**src/rtl/stat_cond_pkg.sv**
```systemverilog
package stat_cond_pkg;

  localparam int MODE_W = 2;

  typedef enum logic [MODE_W-1:0] {
    MODE_NEVER    = 2'd0,
    MODE_IF_TRUE  = 2'd1,
    MODE_IF_FALSE = 2'd2,
    MODE_ALWAYS   = 2'd3
  } act_mode_e;

  localparam int LANE_INTR   = 0;
  localparam int LANE_BRANCH = 1;
  localparam int LANE_WAIT   = 2;
  localparam int LANE_COUNT  = 3;

endpackage

```
**src/rtl/stat_cond_match.sv**
```systemverilog
module stat_cond_match #(
  parameter int STAT_W   = 4,
  parameter int SEL_W    = 32,
  parameter int MASK_LSB = 16,
  parameter int VAL_LSB  = 0
) (
  input  logic [STAT_W-1:0] status,
  input  logic [SEL_W-1:0]  sel_word,
  output logic              hit
);

  logic [STAT_W-1:0] mask_f;
  logic [STAT_W-1:0] val_f;

  always_comb begin
    mask_f = sel_word[MASK_LSB +: STAT_W];
    val_f  = sel_word[VAL_LSB +: STAT_W];
    hit    = ((status & mask_f) == (val_f & mask_f));
    if (mask_f == '0) begin
      AST_ZERO_MASK_HIT: assert (hit) else $error("zero mask must match");
    end
  end

endmodule

```
**src/rtl/stat_cond_gate.sv**
```systemverilog
module stat_cond_gate
  import stat_cond_pkg::*;
(
  input  logic [MODE_W-1:0] mode,
  input  logic              hit,
  output logic              act
);

  always_comb begin
    unique case (act_mode_e'(mode))
      MODE_NEVER:    act = 1'b0;
      MODE_IF_TRUE:  act = hit;
      MODE_IF_FALSE: act = ~hit;
      MODE_ALWAYS:   act = 1'b1;
      default:       act = 1'b0;
    endcase
  end

endmodule

```
**src/rtl/stat_cond_eval.sv**
```systemverilog
module stat_cond_eval
  import stat_cond_pkg::*;
#(
  parameter int STAT_W   = 4,
  parameter int SEL_W    = 32,
  parameter int MASK_LSB = 16,
  parameter int VAL_LSB  = 0
) (
  input  logic              clk,
  input  logic              rst,
  input  logic [STAT_W-1:0] dev_status,
  input  logic [SEL_W-1:0]  intr_sel,
  input  logic [SEL_W-1:0]  branch_sel,
  input  logic [SEL_W-1:0]  wait_sel,
  input  logic [MODE_W-1:0] intr_mode,
  input  logic [MODE_W-1:0] branch_mode,
  input  logic [MODE_W-1:0] wait_mode,
  output logic              irq_raise,
  output logic              branch_take,
  output logic              seq_advance,
  output logic              wait_hold
);

  localparam int NL = LANE_COUNT;

  logic [NL-1:0][SEL_W-1:0]  sel_in;
  logic [NL-1:0][MODE_W-1:0] mode_in;

  logic [STAT_W-1:0]         stat_q;
  logic [NL-1:0][SEL_W-1:0]  sel_q;
  logic [NL-1:0][MODE_W-1:0] mode_q;

  logic [NL-1:0] hit;
  logic [NL-1:0] act;
  logic [NL-1:0] act_q;
  logic          adv_d;
  logic          adv_q;

  assign sel_in[LANE_INTR]    = intr_sel;
  assign sel_in[LANE_BRANCH]  = branch_sel;
  assign sel_in[LANE_WAIT]    = wait_sel;
  assign mode_in[LANE_INTR]   = intr_mode;
  assign mode_in[LANE_BRANCH] = branch_mode;
  assign mode_in[LANE_WAIT]   = wait_mode;

  // capture stage
  always_ff @(posedge clk) begin
    if (rst) begin
      stat_q <= '0;
      sel_q  <= '0;
      mode_q <= '0;
    end else begin
      stat_q <= dev_status;
      sel_q  <= sel_in;
      mode_q <= mode_in;
    end
  end

  for (genvar g = 0; g < NL; g++) begin : g_lane
    stat_cond_match #(
      .STAT_W  (STAT_W),
      .SEL_W   (SEL_W),
      .MASK_LSB(MASK_LSB),
      .VAL_LSB (VAL_LSB)
    ) u_match (
      .status  (stat_q),
      .sel_word(sel_q[g]),
      .hit     (hit[g])
    );

    stat_cond_gate u_gate (
      .mode(mode_q[g]),
      .hit (hit[g]),
      .act (act[g])
    );

    AST_NEVER_QUIET: assert property (@(posedge clk) disable iff (rst)
      (mode_q[g] == MODE_NEVER) |=> !act_q[g]) else $error("never mode fired");
    AST_ALWAYS_FIRES: assert property (@(posedge clk) disable iff (rst)
      (mode_q[g] == MODE_ALWAYS) |=> act_q[g]) else $error("always mode idle");
    AST_IFTRUE_FOLLOWS: assert property (@(posedge clk) disable iff (rst)
      (mode_q[g] == MODE_IF_TRUE) |=> (act_q[g] == $past(hit[g]))) else $error("if-match wrong");
    AST_IFFALSE_INVERTS: assert property (@(posedge clk) disable iff (rst)
      (mode_q[g] == MODE_IF_FALSE) |=> (act_q[g] != $past(hit[g]))) else $error("if-no-match wrong");
  end

  // advance decided from the mode table directly, not by inverting the branch flop
  always_comb begin
    unique case (act_mode_e'(mode_q[LANE_BRANCH]))
      MODE_NEVER:    adv_d = 1'b1;
      MODE_IF_TRUE:  adv_d = ~hit[LANE_BRANCH];
      MODE_IF_FALSE: adv_d = hit[LANE_BRANCH];
      MODE_ALWAYS:   adv_d = 1'b0;
      default:       adv_d = 1'b1;
    endcase
  end

  // output stage
  always_ff @(posedge clk) begin
    if (rst) begin
      act_q <= '0;
      adv_q <= 1'b1;
    end else begin
      act_q <= act;
      adv_q <= adv_d;
    end
  end

  assign irq_raise   = act_q[LANE_INTR];
  assign branch_take = act_q[LANE_BRANCH];
  assign wait_hold   = act_q[LANE_WAIT];
  assign seq_advance = adv_q;

  AST_ADVANCE_EXCL: assert property (@(posedge clk) disable iff (rst)
    seq_advance != branch_take) else $error("advance and branch agree");

endmodule

```
**config.mk**
```make
export PLATFORM = sky130hd
export DESIGN_NAME = stat_cond_eval
export DESIGN_NICKNAME = d
export VERILOG_FILES = /design/src/rtl/stat_cond_pkg.sv /design/src/rtl/stat_cond_match.sv /design/src/rtl/stat_cond_gate.sv /design/src/rtl/stat_cond_eval.sv
export SDC_FILE = /design/constraint.sdc
export NUM_CORES = 1
export LEC_CHECK = 0
export ABC_AREA = 1
export BUFFER_PORTS_ARGS = -buffer_cell sky130_fd_sc_hd__buf_2
export CAP_MARGIN = 30
export CELL_PAD_IN_SITES_DETAIL_PLACEMENT = 2
export CELL_PAD_IN_SITES_GLOBAL_PLACEMENT = 2
export CORE_MARGIN = 2
export CORE_UTILIZATION = 16
export DETAILED_ROUTE_END_ITERATION = 8
export PLACE_DENSITY_LB_ADDON = 0.15
export SKIP_CTS_REPAIR_TIMING = 1
export SYNTH_ARGS = -nofsm -noshare
export SYNTH_HDL_FRONTEND = slang
export SYNTH_SLANG_ARGS = --single-unit
```
**constraint.sdc**
```tcl
create_clock -name clk -period 0.9 [get_ports clk]
set_input_delay 0.09 -clock clk [delete_from_list [all_inputs] [get_ports clk]]
set_output_delay 0.09 -clock clk [all_outputs]
set_load 0.05 [all_outputs]
```
# == Yosys cells after proc, flatten, opt, wreduce, memory -nomap -nowiden ==
# Index checks and enable logic that the tools add are counted.
# word_totals
reg_bits,74
latchBits,0
ram_bits,0
rom_bits,0
in_bits,108
output_inout_bits,4
memories,0
# op_classes
add_sub_neg,0
multipliers,0
n_div,0
order_cmp,0
n_eq_ne,12
shift,0
muxes,4
n_bitwise,9
n_reduce_logical,3
# ops
op,count
$and 4x4->4,6
$pmux 1 s4,4
$eq 2x2->1 const B,6
$eq 4x4->1,3
$eq 2x1->1 const B,3
$logic_not 2->1,3
$not 1->1,3

# == Depth between registers and ports, before layout ==
# Gate-level depths: netlist (run 1).
# depth
ltp_word,4
depth_mapped,7

# == Modules after synthesis ==
# Synthesis (run 1) repeated with hierarchy kept, for this count alone.
# hier_totals
cells_unflattened,428
area_unflattened_um2,3492.1
# modules_own_cells
mod,instances,cells_each,area_each_um2,seq_area_each_um2
stat_cond_eval,1,347,3176.8,2202.1
stat_cond_match,3,23,90.1,0.0
stat_cond_gate,3,4,15.0,0.0

# == Worst setup path after synthesis (run 1) ==
# Ideal clock, no wire load.
# synth_path
path_kind,reg2reg
from,register stat_q[3]
to,register act_q[1]
setup_ns,0.115
arrival_time_ns,0.815
required_time_ns,0.785
slack_ns,-0.030
stages_incl_launch_ff,8
n_path_buf,0
synth_period_minus_slack_ns,0.930
path_cell_list,dfxtp_1 nand2_1 nand2_1 nor2_2 nor2_4 nand3_2 nand2_1 nor2_1
# synth_via
elab_chain_cells,4
# synth_lines
element,line,text
start: declaration,stat_cond_eval.sv:29,logic [STAT_W-1:0] stat_q;
start signal: assignment,stat_cond_eval.sv:53,stat_q <= dev_status;
$and 4x4->4 *,stat_cond_match.sv:18,hit = ((status & mask_f) == (val_f & mask_f));
$eq 4x4->1 *,stat_cond_match.sv:18,
$not 1->1,stat_cond_gate.sv:13,MODE_IF_FALSE: act = ~hit;
$pmux 1 s4 *,stat_cond_gate.sv:10,unique case (act_mode_e'(mode))
end signal: assignment,stat_cond_eval.sv:104,act_q <= act;
end: declaration,stat_cond_eval.sv:35,logic [NL-1:0] act_q;
# Every way passes the cells marked *; elsewhere a longest branch is shown, timed or not.
# A chain may end at the register's enable or synchronous reset.

# == Worst setup path in the final report (run 1) ==
# layout_path
from,register stat_q[1]
to,register act_q[0]
# Same word-level chain as after synthesis.

==> results.cfg, run 1 <==
[global_route]
grt_overflow = 0
grt_pass1_vias = 1117
grt_usage_pct = 7.769
grt_max_degree = 15
grt_pass1_wl_um = 5395
antenna_found_initial = 0

[placed_design]
port_buffers = 39
post_dp_cell_area_um2 = 1700
globalplace.congestion = 0.7090
pre_cts_ws_ps = -125.9
dp_hpwl_um = 2576

[critical_path]
path_cells = inv_2 > nand3_1 > nand2_1 > nor2_2 > nand3_1 > nand2_1 > nor2_1
reg2reg_slack_ps = -80
reg2regPathDepth = 7
crit_slowest_cell = dfxtp_2
r2r_start = stat_q[1]
crit_path_start_kind = register
path_class = register to register
worstPathMaxFanout = 4
crit_required_ps = 1080
end_kind = register
r2r_end = act_q[0]
max_stage_delay_ps = 360
cp.arrival_ps = 1160

[yosys]
synth_flop_cell = dfxtp_1
yosys_warnings = 0
synth_cell_types = 13
synth_top_cell_by_area = dfxtp_1
synthCells = 184
syn_nets = 292
synthTopCellsByCount = nor2_1, inv_1, dfxtp_1, nand2_1, nand3_1
synthesis.area_um2 = 1368
synth_area_per_cell_um2 = 7.432
ys_ff_latch = 38
yosysMostFrequentCell = nor2_1
ys_seq_area_share_pct = 55.63
synth_top_area_share_pct = 55.63
synth-edff-count = 0
synthArstFlopShare_pct = 0
synth_area_leaders = dfxtp_1, nor2_1, inv_1

[floorplan]
core_area_um2 = 8258
io_pins = 112
start_util_pct = 16.56
dieWidth_um = 96.45
fp-row-count = 33
die-area_um2 = 9303
die_h_um = 96.45

[cells_and_area]
fin_util_pct = 23.05
drive_above_1_share_pct = 37.39
antenna_cells = 0
area_growth_pct = 39.16
fin_nets = 337
fin_area_um2 = 1903

[cts]
insertion_delay_ps = 280
cts-root-buf = clkbuf_8
clk_pin_slew_ps = 70
cts_tree = done
cts.htree.levels = 2
clk_path_buf_depth = 2
cts-buffers-inserted = 5
cts.sinks = 38

[sta]
worstMarginPinSlew_ps = 232.2
final_min_period_over_clock_period_pct = 108.7
finClkSkew_ps = 4.146
max_freq_mhz = 1022
hold_violations = 0
setup_ws_ps = -78.26
slew_headroom_pct = 84.52
rsz0062_at_grt = true
setup_viol = 4
maxSlewViolCount = 0
tns_ps = -283.5
fin_crit_ps = 978.3
hold_ws_ps = 2.880

[power_and_ir_drop]
clkPwrFrac_pct = 34.5
powerDensity_nw_per_um2 = 1814
internal_power_mw = 2.581
power_leakage_nw = 0.9688
p_seq_share_pct = 53.4
switchingPower_uw = 871.1
max-vdd-ir-drop_uv = 513.0
comb_power_share_pct = 12.1
switching_share_pct = 25.23

[hold_path]
hold_class = input port to register
min_from = intr_sel[17]
min_to = sel_q[17]
hold_depth = 3

[drt]
route.vias.total = 1168
wire_per_inst_um = 9.496
first_iter_violations = 12
ant_nets = 0
drc = 0
first_pass_iters = 4
vias_per_cell = 3.487
totalWireLength_um = 3181

[run_status]
violations = negative setup slack
status = complete, but fails checks

[run]
maxCapViolations = 0
## area by class of cell
cell class	count	area (um2)
Fill cell	1005	6355
Inverter	45	171.4
Sequential cell	38	779.5
Multi-Input combinational cell	97	490.5
Tap cell	105	131.4
Clock inverter	1	5.005
Clock buffer	7	86.33
Timing Repair Buffer	42	239.0
## sequential cells by signal, indices dropped and copies added (netlist names)
register / cells
seq_advance: 1
act_q: 3
stat_q: 4
mode_q: 6
sel_q: 24
## worst max-delay path by stage
stage / from / to / depth (start not counted)
global route: stat_q[1] / act_q[0] / 7
finish: stat_q[1] / act_q[0] / 7
global placement: stat_q[2] / act_q[1] / 7
floorplan: stat_q[1] / act_q[1] / 7
detailed placement: stat_q[2] / act_q[1] / 7
CTS: stat_q[1] / act_q[0] / 7
## power groups by stage
stage	combinational, mW	clock (mW)	sequential, mW
3_3_place_gp	0.382	0	1.87
2_1_floorplan	0.183	0	1.92
5_1_grt	0.484	1.34	1.86
3_5_place_dp	0.388	0	1.87
4_1_cts	0.390	1.27	1.84
6_report	0.418	1.19	1.84
## critical path: cells and delay by family (launching register included)
| family | cells | cell delay [ps] |
|---|---|---|
| buffers and inverters | 1 | 50 |
| and+or+nand+nor | 6 | 470 |
| DFF | 1 | 360 |
## placed cells by master (no fill, tap or decap)
| cell type | instances |
|---|---|
| nand2_2 | 7 |
| dfxtp_4 | 3 |
| dfxtp_2 | 6 |
| nand3_1 | 10 |
| a21oi_1 | 3 |
| nand2_1 | 16 |
| inv_2 | 2 |
| inv_1 | 39 |
| nor2_2 | 9 |
| clkbuf_8 | 6 |
| dfxtp_1 | 29 |
| clkbuf_1 | 1 |
| nor2_4 | 5 |
| buf_4 | 4 |
| nand3b_1 | 2 |
| clkinv_2 | 1 |
| inv_4 | 1 |
| nand3_2 | 4 |
| buf_6 | 3 |
| nor2_1 | 41 |
| buf_2 | 35 |
| clkinv_1 | 3 |
## kinds of logic (layout without fill, tap and decap cells)
logic type	after synthesis	in the layout	share of synthesized area, %
buf+inv	49	95	13.82
flops	38	38	55.63
compound gates	3	3	1.098
simple gates	94	94	29.46
## metal layers
layer / part of all wire [%] / routed length, um / track usage [%]
met1: 49 / 1555 / 10.84
met4: 1.5 / 47 / 3.521
met2: 45 / 1438 / 11.11
met5: 0 / 0 / 0
met3: 4.4 / 140 / 2.095
## metrics by stage
stage               total power, mW  std cells
floorplan                     2.102        184
global route                  3.685        335
detailed placement            2.262        327
finish                        3.453        335
global placement              2.256        327
CTS                           3.498        335
No activity file was read; power rests on OpenSTA's default activity.
==> run 2, diff against run 1 <==
- CORE_UTILIZATION: 16 -> 26
- SYNTH_HIERARCHICAL: unset -> 1
==> run 2 against run 1 <==
The flow still finishes with violations (negative setup slack); area after synthesis increased by 8.8%; maximum frequency is 8.9% lower; worst hold slack about the same; flip-flop and latch count unchanged; clock skew barely moved; worst setup slack lost 96 ps; non-clock buffer count grew 3; clock power increased by 14%; synthesized cell count is 14% higher; critical path type unchanged; largest cell class unchanged.
==> results.cfg, run 2 <==
[cells_and_area]
regMostFlops = sel_q
antenna_cells = 0
drive_above_1_share_pct = 31.62
area_growth_pct = 30.53
num-fill-cells = 665
multi_input_area_um2 = 455.4
fin_nets = 360
stdcell_count = 325
regArea_um2 = 777.0
reg_top3 = sel_q (24), mode_q (6), stat_q (4)
final_common_cell = inv_1
largest_reg_flops = 24
final_cell_mix = inv_1, nor2_1, nand2_1

[cts]
cts.htree.levels = 2
clk_pin_slew_ps = 70
cts-root-buf = clkbuf_8
cts.sinks = 38
cts_tree = done
clk_path_buf_depth = 2
cts-buffers-inserted = 5
insertion_delay_ps = 290

[drt]
vias_per_cell = 3.951
ant_nets = 0
first_pass_iters = 4
route.vias.total = 1284
first_iter_violations = 23
wire_per_inst_um = 10.38
totalWireLength_um = 3372
drc = 0

[critical_path]
reg2reg_slack_ps = -170
path_class = register to register
crit_slowest_cell = dfxtp_4
r2r_end = act_q[1]
reg2regPathDepth = 10
end_kind = register
r2r_start = stat_q[0]
cp.arrival_ps = 1270
crit_path_start_kind = register
path_cells = nand2_2 > nand2_2 > nand2_2 > nand2_2 > nor2_4 > inv_1 > nand2_1 > nand2_1 > inv_1 > nor2_1
worstPathMaxFanout = 6
max_stage_delay_ps = 380
crit_required_ps = 1090
cp_common_cell = nand2_2

[yosys]
synth_area_per_cell_um2 = 7.084
syn_nets = 318
yosys_warnings = 6
synthCells = 210
synthesis.area_um2 = 1488

[global_route]
grt_overflow = 0
grt_pass1_vias = 1295
grt_pass1_wl_um = 5706
grt_usage_pct = 12.03
antenna_found_initial = 0
grt_max_degree = 20

[floorplan]
start_util_pct = 27.02
dieWidth_um = 79.64
core_area_um2 = 5507
die-area_um2 = 6343
die_h_um = 79.64
fp-row-count = 27
io_pins = 112

[hold_path]
hold_depth = 3
hold_class = input port to register
min_to = sel_q[32]
min_from = branch_sel[0]

[placed_design]
pre_cts_ws_ps = -260.3
dp_hpwl_um = 2700
port_buffers = 39
dp.cells = 314
globalplace.congestion = 0.6909

[sta]
finClkSkew_ps = 3.696
hold_violations = 0
max_freq_mhz = 931.1
final_min_period_over_clock_period_pct = 119.3
worstMarginPinSlew_ps = 193.9
maxSlewViolCount = 0
hold_ws_ps = 2.397
slew_headroom_pct = 87.07
rsz0062_at_grt = true
fin_crit_ps = 1074
setup_viol = 4
setup_ws_ps = -174.0

[power_and_ir_drop]
powerDensity_nw_per_um2 = 1859
power_leakage_nw = 1.085
max-vdd-ir-drop_uv = 686.4

[run_status]
status = complete, but fails checks
violations = negative setup slack

[run]
maxCapViolations = 0
run 2: stage by stage:
step                      utilization [%]  cell area, um2  total power, mW  TNS (ps)
after floorplan                         -            1495            2.118    -134.2
final                               35.26            1942            3.610    -602.4
after detailed placement            30.81            1697            2.244    -826.3
after global routing                35.26            1942            3.834     -1027
after CTS                           32.81            1807            3.622     -1115
after global placement              30.81            1697            2.227    -734.3
run 2: layout make-up:
type	count	area share (%)
sequential	38	40.01
clock buffer	8	5.670
multi-input combinational	100	23.45
timing repair buffer	45	14.24
tap	72	4.639
inverter	62	11.98
run 2: power breakdown:
| group | leakage (nW) | switching [mW] | internal [mW] |
|---|---|---|---|
| registers | 0.319 | 0.0630 | 1.77 |
| clock network | 0.0575 | 0.588 | 0.773 |
| logic | 0.709 | 0.227 | 0.186 |
| total | 1.09 | 0.879 | 2.73 |
run 2: worst max-delay path: cells and delay by family, from the launching register on:
family,cells,cell delay (ps)
flip-flops,1,380
AND/OR/NAND/NOR,8,490
buffers and inverters,2,100
run 2: routing by layer:
metal	global-route usage [%]	up-vias	wire, um	part of all wire, %
met2	20.59	28	1723	51
met3	4.186	6	165	4.9
li1	-	653	-	-
met5	0	-	0	0
met4	4.138	0	48	1.4
met1	13.88	597	1435	43
run 2: worst max-delay path by stage:
stage / start / end / depth (start not counted)
finish: stat_q[0] / act_q[1] / 10
global route: stat_q[3] / act_q[2] / 10
CTS: stat_q[2] / act_q[1] / 10
detailed placement: stat_q[0] / act_q[1] / 9
global placement: stat_q[3] / act_q[1] / 9
floorplan: stat_q[0] / act_q[1] / 10
